[src/rtl/msg_len_pkg.sv]
package msg_len_pkg;
  typedef enum logic [0:0] {HALF_LO = 1'b0, HALF_HI = 1'b1} half_e;
endpackage

[src/rtl/msg_len_next.sv]
// Next-count arithmetic: saturating subtract of one word, with borrow between the halves.
module msg_len_next #(
  parameter int HALF_W     = 32,
  parameter int WORD_BYTES = 4
) (
  input  logic [HALF_W-1:0] cnt_lo_i,
  input  logic [HALF_W-1:0] cnt_hi_i,
  output logic [HALF_W-1:0] nxt_lo_o,
  output logic [HALF_W-1:0] nxt_hi_o,
  output logic              below_o
);
  localparam logic [HALF_W:0]   WB_EXT = (HALF_W+1)'(WORD_BYTES);
  localparam logic [HALF_W-1:0] WB     = HALF_W'(WORD_BYTES);

  logic [HALF_W:0] lo_diff;
  logic            borrow;

  always_comb begin
    lo_diff = {1'b0, cnt_lo_i} - WB_EXT;
    borrow  = lo_diff[HALF_W];
    below_o = (cnt_hi_i == '0) && (cnt_lo_i < WB);
    if (below_o) begin
      nxt_lo_o = '0;
      nxt_hi_o = '0;
    end else begin
      nxt_lo_o = lo_diff[HALF_W-1:0];
      nxt_hi_o = cnt_hi_i - HALF_W'(borrow);
    end
  end
endmodule

[src/rtl/msg_len_lastdet.sv]
// Decides whether this word is the last one, and how many of its byte lanes are valid.
module msg_len_lastdet #(
  parameter int HALF_W     = 32,
  parameter int WORD_BYTES = 4,
  localparam int SEL_W     = $clog2(WORD_BYTES)
) (
  input  logic [HALF_W-1:0] cnt_lo_i,
  input  logic [HALF_W-1:0] cnt_hi_i,
  input  logic              word_i,
  output logic              last_o,
  output logic [SEL_W-1:0]  sel_o,
  output logic              zero_o
);
  localparam logic [HALF_W-1:0] WB = HALF_W'(WORD_BYTES);

  logic near_end;

  always_comb begin
    zero_o   = (cnt_hi_i == '0) && (cnt_lo_i == '0);
    near_end = (cnt_hi_i == '0) && !zero_o && (cnt_lo_i <= WB);
    last_o   = word_i && near_end;
    sel_o    = last_o ? SEL_W'(cnt_lo_i[SEL_W-1:0] - 1'b1) : '0;
  end
endmodule

[src/rtl/msg_len_half.sv]
// One 32-bit half of the count register.
module msg_len_half #(
  parameter int HALF_W = 32
) (
  input  logic              clk_i,
  input  logic              rst_ni,
  input  logic              load_i,
  input  logic [HALF_W-1:0] load_val_i,
  input  logic              dec_i,
  input  logic [HALF_W-1:0] dec_val_i,
  output logic [HALF_W-1:0] q_o
);
  always_ff @(posedge clk_i or negedge rst_ni) begin
    if (!rst_ni)     q_o <= '0;
    else if (load_i) q_o <= load_val_i;
    else if (dec_i)  q_o <= dec_val_i;
  end
endmodule

[src/rtl/msg_len_tracker.sv]
module msg_len_tracker #(
  parameter int HALF_W     = 32,
  parameter int WORD_BYTES = 4,
  localparam int CNT_W     = 2 * HALF_W,
  localparam int SEL_W     = $clog2(WORD_BYTES),
  localparam int N_HALVES  = 2
) (
  input  logic              clk_i,
  input  logic              rst_ni,
  input  logic              reg_we_i,
  input  logic              reg_hi_sel_i,
  input  logic [HALF_W-1:0] reg_wdata_i,
  input  logic              bus_word_vld_i,
  input  logic              fifo_word_vld_i,
  output logic              last_word_o,
  output logic [SEL_W-1:0]  last_byte_sel_o,
  output logic              done_o,
  output logic [CNT_W-1:0]  count_o
);
  import msg_len_pkg::*;

  localparam logic [HALF_W-1:0] WB = HALF_W'(WORD_BYTES);

  logic [HALF_W-1:0] q    [N_HALVES];
  logic [HALF_W-1:0] nxt  [N_HALVES];
  logic              word;
  logic              dec;
  logic              zero;
  logic              below;
  half_e             wsel;

  assign wsel = half_e'(reg_hi_sel_i);
  assign word = bus_word_vld_i | fifo_word_vld_i;

  msg_len_lastdet #(.HALF_W(HALF_W), .WORD_BYTES(WORD_BYTES)) u_lastdet (
    .cnt_lo_i (q[HALF_LO]),
    .cnt_hi_i (q[HALF_HI]),
    .word_i   (word),
    .last_o   (last_word_o),
    .sel_o    (last_byte_sel_o),
    .zero_o   (zero)
  );

  msg_len_next #(.HALF_W(HALF_W), .WORD_BYTES(WORD_BYTES)) u_next (
    .cnt_lo_i (q[HALF_LO]),
    .cnt_hi_i (q[HALF_HI]),
    .nxt_lo_o (nxt[HALF_LO]),
    .nxt_hi_o (nxt[HALF_HI]),
    .below_o  (below)
  );

  // A register write has priority over a word in the same cycle; words at zero are dropped.
  assign dec = word && !reg_we_i && !zero;

  for (genvar h = 0; h < N_HALVES; h++) begin : g_half
    msg_len_half #(.HALF_W(HALF_W)) u_half (
      .clk_i      (clk_i),
      .rst_ni     (rst_ni),
      .load_i     (reg_we_i && (int'(wsel) == h)),
      .load_val_i (reg_wdata_i),
      .dec_i      (dec),
      .dec_val_i  (nxt[h]),
      .q_o        (q[h])
    );
  end

  assign done_o  = zero;
  assign count_o = {q[HALF_HI], q[HALF_LO]};

  AST_ONE_SOURCE: assert property (@(posedge clk_i) disable iff (!rst_ni)
    !(bus_word_vld_i && fifo_word_vld_i));
  AST_LOAD_LO: assert property (@(posedge clk_i) disable iff (!rst_ni)
    (reg_we_i && !reg_hi_sel_i) |=> (count_o[HALF_W-1:0] == $past(reg_wdata_i))
      && (count_o[CNT_W-1:HALF_W] == $past(count_o[CNT_W-1:HALF_W])));
  AST_LOAD_HI: assert property (@(posedge clk_i) disable iff (!rst_ni)
    (reg_we_i && reg_hi_sel_i) |=> (count_o[CNT_W-1:HALF_W] == $past(reg_wdata_i))
      && (count_o[HALF_W-1:0] == $past(count_o[HALF_W-1:0])));
  AST_WORD_DEC: assert property (@(posedge clk_i) disable iff (!rst_ni)
    (word && !reg_we_i && (count_o >= CNT_W'(WORD_BYTES)))
      |=> count_o == $past(count_o) - CNT_W'(WORD_BYTES));
  AST_BORROW: assert property (@(posedge clk_i) disable iff (!rst_ni)
    (word && !reg_we_i && (q[HALF_HI] != '0) && (q[HALF_LO] < WB))
      |=> count_o[CNT_W-1:HALF_W] == $past(count_o[CNT_W-1:HALF_W]) - 1'b1);
  AST_SAT_ZERO: assert property (@(posedge clk_i) disable iff (!rst_ni)
    (word && !reg_we_i && below) |=> done_o);
  AST_LAST_NEAR_END: assert property (@(posedge clk_i) disable iff (!rst_ni)
    last_word_o |-> (count_o != '0) && (count_o <= CNT_W'(WORD_BYTES)));
  AST_SEL_IDLE: assert property (@(posedge clk_i) disable iff (!rst_ni)
    !last_word_o |-> last_byte_sel_o == '0);
  AST_DONE_NO_LAST: assert property (@(posedge clk_i) disable iff (!rst_ni)
    done_o |-> !last_word_o);
  AST_IDLE_HOLD: assert property (@(posedge clk_i) disable iff (!rst_ni)
    (!reg_we_i && (!word || done_o)) |=> $stable(count_o));
endmodule

[config.mk]
export PLATFORM = sky130hd
export DESIGN_NAME = msg_len_tracker
export DESIGN_NICKNAME = d
export VERILOG_FILES = /design/src/rtl/msg_len_pkg.sv /design/src/rtl/msg_len_next.sv /design/src/rtl/msg_len_lastdet.sv /design/src/rtl/msg_len_half.sv /design/src/rtl/msg_len_tracker.sv
export SDC_FILE = /design/constraint.sdc
export NUM_CORES = 1
export LEC_CHECK = 0
export BUFFER_PORTS_ARGS = -buffer_cell sky130_fd_sc_hd__buf_2
export CAP_MARGIN = 10
export CORE_UTILIZATION = 55
export DETAILED_ROUTE_END_ITERATION = 12
export HOLD_SLACK_MARGIN = 0.06
export PLACE_DENSITY = 0.85
export RECOVER_POWER = 100
export SKIP_CTS_REPAIR_TIMING = 1
export SLEW_MARGIN = 5
export SYNTH_ARGS = -nofsm -noshare
export SYNTH_HDL_FRONTEND = slang
export SYNTH_SLANG_ARGS = --single-unit
[constraint.sdc]
create_clock -name clk_i -period 10.51 [get_ports clk_i]
set_input_delay 1.051 -clock clk_i [delete_from_list [all_inputs] [get_ports clk_i]]
set_output_delay 1.051 -clock clk_i [all_outputs]
set_load 0.01 [all_outputs]
==> results of run 1 <==
## cells by family (layout without fill, tap and decap cells)
family	after synthesis	after routing
simple gates	222	222
compound gates	154	154
flops	64	64
buf+inv	46	140
xor+xnor	13	13
fa+ha+maj	6	6
## routing by layer
layer / GRT usage (%) / share of wire, % / up-vias
li1: - / - / 2115
met4: 20.56 / 4.3 / 0
met1: 46.53 / 39 / 2252
met5: 0 / 0 / -
met3: 6.566 / 11 / 50
met2: 51.78 / 46 / 378
## power breakdown
group	switching, mW	internal (mW)	total, mW
clock network	0.0951	0.114	0.209
logic	0.134	0.0858	0.220
registers	0.0744	0.290	0.364
total	0.303	0.489	0.792
## cells in the mapped netlist, drive strengths merged (4+ instances only)
master  count  share of area (%)
nor3       26                3.0
a22oi      39                6.8
o211ai      8                1.4
nand3      22                2.6
o21ai      23                2.7
nand3b      4               0.70
or3        12                1.7
nand2      57                5.0
a31o        6                1.2
a21o        7                1.2
nor4       17                2.6
a21oi      29                3.4
dfrtp      64                 37
a32oi       4               0.82
ha          6                1.7
buf        15                2.7
o41ai       7                1.4
xor2        4               0.82
inv        12                1.0
nor3b       4               0.70
xnor2       9                1.8
nand2b      8                1.2
and3       14                2.0
or2         6               0.87
or4        12                2.2
clkbuf     19                1.7
nor2       27                2.4
a31oi       8                1.2
## per-stage QoR
stage | total power, mW | hold slack, ps | instances | area, um2 | utilization [%]
final | 0.7924 | 532.7 | 698 | 4902 | 66.17
after CTS | 0.7995 | 532.3 | 697 | 5002 | 67.52
after floorplan | 0.4886 | 551.6 | 505 | 4292 | -
after global placement | 0.5816 | 510.2 | 682 | 4816 | 65.01
after global routing | 0.8337 | 557.3 | 698 | 4902 | 66.17
after detailed placement | 0.5925 | 507.9 | 682 | 4816 | 65.01
## layout make-up
type                       count  area, um2  area share (%)
clock buffer                  11      141.4           2.884
timing repair buffer         113      485.5           9.903
clock inverter                 4      45.04          0.9188
multi-input combinational    395       2460           50.18
tap                           99      123.9           2.527
sequential                    64       1602           32.67
inverter                      12      45.04          0.9188
## critical path, delay by kind of cell (launching register included)
family,cells,cell delay (ps)
flops,1,440
compound gates,2,440
fa+ha+maj,1,220
simple gates,9,3590
## path summary, 6_finish.rpt
check / cells past startpoint / endpoint
setup / recovery: 12 / g_half[1].u_half.q_o[17]
hold reg to reg: 1 / g_half[0].u_half.q_o[1]
hold / removal: 1 / g_half[0].u_half.q_o[1]
max in group asynchronous: 2 / g_half[0].u_half.q_o[8]
setup reg to reg: 12 / g_half[1].u_half.q_o[17]
min in group asynchronous: 2 / g_half[0].u_half.q_o[20]
==> results_dict.tcl, run 1 <==
set metrics [dict create \
    worstPathCellList "nor3_1 > nand3_1 > nor3_1 > nand3_1 > nor2_1 > ha_1 > nor4b_1 > nand2_1 > or2_2 > or4_1 > a31o_2 > a21o_1" \
    core_um2 7408 \
    ys.flop_type "dfrtp_1" \
    final_cell_mix "clkbuf_1, dfrtp_1, nand2_1, a22oi_1, buf_2" \
    synth_cells 505 \
    start_util_pct 57.93 \
    synth_xor_area_share_pct 2.653 \
    grt_max_degree 65 \
    crit_start "g_half[0].u_half.q_o[6]" \
    root_buffer "clkbuf_8" \
    arrival_ps 5040 \
    cts.sinks 64 \
    largest_register "g_half.u_half.q_o" \
    grt_pass1_vias 4363 \
    largest_registers "g_half.u_half.q_o (64)" \
    layout-drive-gt1-share_pct 12.02 \
    cpMaxStageDelayCell "nor3_1" \
    fin_skew_ps 8.022 \
    finalHoldViolCount 0 \
    area_growth_pct 14.23 \
    path_max_fanout 10 \
    dpl.hpwl_um 9481 \
    synth_simple_gate_area_share_pct 27.26 \
    tns_ps 0 \
    synthAdderAreaFrac_pct 1.749 \
    peakVddDrop_mv 0.1076 \
    synth.cell_area_um2 4292 \
    synth-seq-area-share_pct 37.32 \
    tightestPinTransition_ps 3586 \
    routed_wirelength_um 13920 \
    gp_congestion 0.9304 \
    largest_reg_flops 64 \
    synthesis.nets 549 \
    drt_iter0_markers 576 \
    grt_pass1_wl_um 22360 \
    vias 4795 \
    setup_slack_ps 5702 \
    maxSlewHeadroom_pct -139.1 \
    power_density_nw_per_um2 161.6 \
    synth_edf_count 0 \
    viasPerCell 6.870 \
    yosys.cell_types.count 54 \
    drt_first_pass_iters 6 \
    clockBufferDepth 2 \
    final-setup-viol-count 0 \
    clk_latency_ps 340 \
    synth.area.mux_share_pct 0 \
    min_period_ps 4808 \
    die_h_um 90.34 \
    ys_warn_count 0 \
    h-tree-depth 3 \
    power_leakage_nw 1.975 \
    drv_slew 101 \
    violations "max-capacitance violations, max-slew violations" \
    worstHoldPathType "flop to flop" \
    post-route-period-util_pct 45.75 \
    r2r-start "g_half[0].u_half.q_o[6]" \
    path_clk_slew_ps 70 \
    tritoncts "done" \
    drc 0 \
    end_kind "flop" \
    diodes 0 \
    drv_cap 2 \
    cts_buffers 9 \
    die_w_um 90.34 \
    avgSynthCellArea_um2 8.498 \
    nets 639 \
    crit_type "flop to flop" \
    rsz0062_at_grt "false" \
    synth_top_family_by_area "simple AND/OR/NAND/NOR gates" \
    ant_nets 0 \
    required_ps 10750 \
    dieArea_um2 8160 \
    place_ws_ps 5828 \
    reg2reg_slack_ps 5700 \
    wl_per_cell_um 19.94 \
    async_flop_share_pct 100.0 \
    synth_seq_cells 64 \
    hp-start "g_half[0].u_half.q_o[1]" \
    cpPeakStageDelay_ps 560 \
    antenna_found_initial 0 \
    io_buffers 105 \
    final_common_cell "clkbuf_1" \
    fmax_mhz 208.0 \
    outcome "finished, violations left" \
    rows 31 \
    cp-start-kind "flop" \
    grt.total_usage_pct 34.57 \
    fillCellCount 655 \
    grt.overflow.total 0 \
    ios 106 \
    synth_compound_area_share_pct 25.60 \
]
No activity file was read; power rests on OpenSTA's default activity.
==> inputs of run 2 (changes only) <==
Settings changed: CORE_UTILIZATION 55 to 49, PLACE_DENSITY 0.85 to 0.8.
Clock period 10.51 ns to 4 ns, I/O delays scaled along.
==> results_dict.tcl, run 2 (synthesis results as in run 1) <==
set metrics [dict create \
    dieArea_um2 9136 \
    io_buffers 105 \
    grt.total_usage_pct 33.24 \
    area_growth_pct 17.90 \
    path_max_fanout 7 \
    cts.sinks 64 \
    grt-busiest-layer "met2" \
    wl_per_cell_um 19.97 \
    largest_reg_flops 64 \
    crit_family "simple AND/OR/NAND/NOR gates" \
    drc 0 \
    seq_power_share_pct 46.4 \
    dpl-instance-area_um2 4932 \
    end_kind "flop" \
    arrival_ps 4000 \
    grt_pass1_vias 4561 \
    power_leakage_nw 2.156 \
    violations "max-capacitance violations, max-slew violations" \
    diodes 0 \
    final_core_util_pct 60.67 \
    ios 106 \
    layout-drive-gt1-share_pct 20.36 \
    cpMaxStageDelayCell "or4_1" \
    drv_slew 67 \
    die_w_um 95.59 \
    viasPerCell 6.745 \
    crit_start "g_half[0].u_half.q_o[2]" \
    clockBufferDepth 2 \
    path_clk_slew_ps 70 \
    worstHoldPathType "primary input to flop" \
    root_buffer "clkbuf_8" \
    cts_buffers 9 \
    grtUsageMet2_pct 51.19 \
    final_cell_mix "buf_2, dfrtp_1, nand2_1, a22oi_1, clkbuf_1" \
    grt_max_degree 39 \
    hp-start "reg_wdata_i[25]" \
    peakVddDrop_mv 0.2655 \
    drv_cap 2 \
    swShare_pct 38.77 \
    drt_first_pass_iters 6 \
    clkPwrFrac_pct 24.0 \
    fmax_mhz 266.4 \
    tns_ps 0 \
    routed_wirelength_um 14260 \
    finalHoldViolCount 0 \
    cp-start-kind "flop" \
    p_int_mw 1.265 \
    power.switching_mw 0.8011 \
    vias 4816 \
    worstPathCellList "inv_1 > ha_1 > nor2b_1 > nand3_1 > nor3_1 > nand3_1 > nor2_1 > ha_1 > ha_1 > nor3b_2 > nand4_1 > or4_1 > a31o_2 > a21o_1" \
    antenna_found_initial 0 \
    tightestPinTransition_ps 2126 \
    crit_buf_inv 1 \
    final_common_cell "buf_2" \
    final_area_um2 5060 \
    grt_util_met3_pct 7.097 \
    die_h_um 95.59 \
    r2r-start "g_half[0].u_half.q_o[2]" \
    fin_skew_ps 4.294 \
    post-route-period-util_pct 93.85 \
    maxSlewHeadroom_pct -41.72 \
    largest_register "g_half.u_half.q_o" \
    met1_usage_pct 44.60 \
    comb_power_share_pct 29.6 \
    start_util_pct 51.46 \
    total_power_mw 2.066 \
    ant_nets 0 \
    outcome "finished, violations left" \
    rows 33 \
    gp_congestion 0.9996 \
    cp_common_cell "ha_1" \
    tritoncts "done" \
    required_ps 4240 \
    rsz0062_at_grt "true" \
    dpl.hpwl_um 9976 \
    nets 651 \
    h-tree-depth 3 \
    grt_pass1_wl_um 23070 \
    min_period_ps 3754 \
    grt.overflow.total 0 \
    final-setup-viol-count 0 \
    power_density_nw_per_um2 408.4 \
    largest_registers "g_half.u_half.q_o (64)" \
    core_um2 8341 \
    crit_type "flop to flop" \
    drt_iter0_markers 667 \
    cpPeakStageDelay_ps 560 \
    clk_latency_ps 350 \
]
-- run 2: tightest hold or removal path, cell delays in order --
cell and delay (ps):
buf_2 90, nand2_1 40, o311ai_0 70
-- run 2: worst paths after layout --
check | to | slack [ps] | cells past startpoint
worst max-delay path | g_half[1].u_half.q_o[20] | 250 | 14
worst min-delay path | g_half[0].u_half.q_o[25] | 300 | 3
worst max register to register | g_half[1].u_half.q_o[20] | 250 | 14
worst min register to register | g_half[0].u_half.q_o[1] | 530 | 1
max in group asynchronous | g_half[0].u_half.q_o[18] | 880 | 2
min in group asynchronous | g_half[0].u_half.q_o[15] | 440 | 1
-- run 2: layout make-up --
cell class | instances | area (um2)
fill | 769 | 3281
inverter | 12 | 45.04
multi-input combinational | 395 | 2490
timing repair buffer | 125 | 631.9
clock buffer | 12 | 155.1
clock inverter | 1 | 5.005
tap | 105 | 131.4
sequential | 64 | 1602
-- run 2: per-layer routing --
metal | part of all wire (%) | wire length [um] | vias up
li1 | - | - | 2139
met1 | 41 | 5800 | 2281
met2 | 44 | 6345 | 344
met3 | 11 | 1539 | 52
met4 | 4.0 | 577 | 0
met5 | 0 | 0 | -
-- run 2: power groups by stage --
| stage | Clock, mW | Sequential (mW) | Combinational [mW] |
|---|---|---|---|
| 2_1_floorplan | 0 | 0.968 | 0.316 |
| 4_1_cts | 0.498 | 0.947 | 0.623 |
| 6_report | 0.496 | 0.959 | 0.612 |
| 3_5_place_dp | 0 | 0.958 | 0.617 |
| 3_3_place_gp | 0 | 0.947 | 0.608 |
| 5_1_grt | 0.528 | 0.979 | 0.679 |
-- run 2: metrics by stage --
stage	hold slack, ps	worst slack [ps]	cells
after global placement	458.9	368.3	701
after global routing	301.7	-13.69	714
after floorplan	104.4	138.5	505
final	295.3	246.1	714
after detailed placement	465.3	219.5	701
after CTS	96.80	180.8	714
==> inputs of run 3 (changes only) <==
Settings changed: CORE_UTILIZATION 49 to 50, PLACE_DENSITY 0.8 to 0.81, RECOVER_POWER 100 to unset, SYNTH_HIERARCHICAL set to 1.
==> results_dict.tcl, run 3 <==
set metrics [dict create \
    outcome "finished clean" \
    synth-seq-area-share_pct 34.01 \
    vias 4638 \
    largest_register "g_half.u_half/q_o" \
    viasPerCell 5.946 \
    clkPwrFrac_pct 23.7 \
    core_um2 9196 \
    r2r-start "g_half[0].u_half/q_o[15]" \
    seq_area_um2 1602 \
    path_clk_slew_ps 80 \
    ant_nets 0 \
    async_flop_share_pct 100.0 \
    path_max_fanout 5 \
    grt_max_degree 65 \
    dpl-instance-area_um2 5288 \
    synth_top_cells_by_area "dfrtp_1, mux2i_1, nand2_1" \
    wl_per_cell_um 17.34 \
    ys_warn_count 6 \
    cp-start-kind "flop" \
    ys.flop_type "dfrtp_1" \
    start_util_pct 51.21 \
    netlist_top_cells_count "nand2_1, nor2_1, dfrtp_1, mux2i_1, o21ai_1" \
    drc 0 \
    seq_power_share_pct 40.6 \
    arrival_ps 4020 \
    worstHoldPathType "primary input to async pin" \
    avgSynthCellArea_um2 8.440 \
    h-tree-depth 3 \
    rsz0062_at_grt "false" \
    cpPeakStageDelay_ps 580 \
    grt_pass1_wl_um 21360 \
    multi_input_area_um2 2854 \
    cts_buffers 9 \
    drt_iter0_markers 512 \
    crit_type "flop to flop" \
    reg2reg_slack_ps 180 \
    final_cell_mix "buf_2, nand2_1, nor2_1, mux2i_1, dfrtp_1" \
    tightestPinTransition_ps 1115 \
    drv_slew 0 \
    grt.total_usage_pct 27.80 \
    die_h_um 99.05 \
    power.switching_mw 0.9674 \
    clk_latency_ps 360 \
    fillCellCount 792 \
    final_area_um2 5529 \
    setup_slack_ps 183.9 \
    cpMaxStageDelayCell "or4_1" \
    io_buffers 105 \
    diodes 0 \
    comb_power_share_pct 35.7 \
    crit_buf_inv 1 \
    tritoncts "done" \
    crit_family "simple AND/OR/NAND/NOR gates" \
    whs_ps 129.2 \
    required_ps 4200 \
    synth.top_cell.area_share_pct 34.01 \
    maxSlewHeadroom_pct 25.69 \
    yosys.cell_types.count 40 \
    synth_edf_count 0 \
    synth_cells 558 \
    gp_congestion 0.8898 \
    layout-drive-gt1-share_pct 25.11 \
    power_density_nw_per_um2 444.4 \
    cts.sinks 64 \
    ios 106 \
    routed_wirelength_um 13520 \
    grt_pass1_vias 4333 \
    fmax_mhz 262.0 \
    synthesis.nets 600 \
    place_ws_ps -10.39 \
    end_kind "flop" \
    nets 706 \
    drv_cap 0 \
    finalHoldViolCount 0 \
    swShare_pct 39.38 \
    drt_first_pass_iters 5 \
    area_growth_pct 17.40 \
    post-route-period-util_pct 95.40 \
    worstPathCellList "or4_1 > or4_1 > nor4_2 > ha_2 > ha_2 > or3b_2 > nor4_1 > buf_4 > nor2b_2 > xnor2_1 > nor2_1 > mux2i_1 > o21ai_1" \
    min_period_ps 3816 \
    largest_reg_flops 64 \
    final_common_cell "buf_2" \
    timing.rr.end "g_half[1].u_half/q_o[16]" \
    p_int_mw 1.490 \
    fin_skew_ps 10.51 \
    die_w_um 99.05 \
    synth_most_common_cell "nand2_1" \
    synth.cell_area_um2 4710 \
    ff2ff_path_depth 13 \
    power_leakage_nw 2.461 \
    rows 35 \
    synth_area_leader_cell "dfrtp_1" \
    dpl.hpwl_um 9364 \
    grt.overflow.total 0 \
    antenna_found_initial 0 \
    final-setup-viol-count 0 \
    root_buffer "clkbuf_8" \
    synth_seq_cells 64 \
    clockBufferDepth 2 \
    dieArea_um2 9811 \
    largest_registers "g_half.u_half/q_o (64)" \
    peakVddDrop_mv 0.2285 \
]
run 3: layer usage:
layer | vias to the layer above | wire [um] | track usage (%)
met3 | 40 | 870 | 5.532
met2 | 212 | 6434 | 44.54
li1 | 2178 | - | -
met1 | 2208 | 5821 | 36.68
met5 | - | 0 | 0
met4 | 0 | 395 | 11.99
run 3: worst max-delay path by stage:
| stage | start | end | slack, ps | cells past startpoint |
|---|---|---|---|---|
| after global routing | g_half[0].u_half/q_o[28] | g_half[1].u_half/q_o[16] | 60 | 14 |
| after CTS | g_half[0].u_half/q_o[28] | g_half[1].u_half/q_o[13] | -50 | 12 |
| after global placement | g_half[0].u_half/q_o[28] | g_half[1].u_half/q_o[13] | 160 | 12 |
| after floorplan | g_half[0].u_half/q_o[26] | g_half[1].u_half/q_o[16] | 30 | 14 |
| final | g_half[0].u_half/q_o[15] | g_half[1].u_half/q_o[16] | 180 | 13 |
| after detailed placement | g_half[0].u_half/q_o[28] | g_half[1].u_half/q_o[13] | -10 | 12 |
run 3: cell families after synthesis:
| group | Yosys count | share of synthesized area [%] |
|---|---|---|
| flops | 64 | 34.01 |
| fa+ha+maj | 4 | 1.063 |
| xor+xnor | 50 | 9.299 |
| mux | 64 | 13.60 |
| compound gates | 79 | 8.927 |
| simple gates | 256 | 26.67 |
| buf+inv | 41 | 6.430 |
run 3: metrics by stage:
stage	std cells	power [mW]	util (%)	TNS, ps
2_1_floorplan	558	1.514	-	0
3_3_place_gp	763	1.819	57.50	0
3_5_place_dp	763	1.862	57.50	-10.39
4_1_cts	779	2.442	59.66	-51.52
5_1_grt	780	2.596	60.12	0
6_report	780	2.457	60.12	0
run 3: area by class of cell:
| cell class | instances | area share, % |
|---|---|---|
| Sequential cell | 64 | 28.97 |
| Inverter | 6 | 0.4073 |
| Clock inverter | 3 | 0.7241 |
| Tap cell | 111 | 2.512 |
| Multi-Input combinational cell | 453 | 51.62 |
| Timing Repair Buffer | 130 | 12.90 |
| Clock buffer | 13 | 2.874 |
run 3: power by group through the flow:
stage	logic, mW	clock network (mW)	registers, mW
floorplan	0.489	0	1.03
global route	0.960	0.618	1.02
finish	0.877	0.583	0.997
detailed placement	0.861	0	1.00
CTS	0.867	0.586	0.989
global placement	0.829	0	0.990
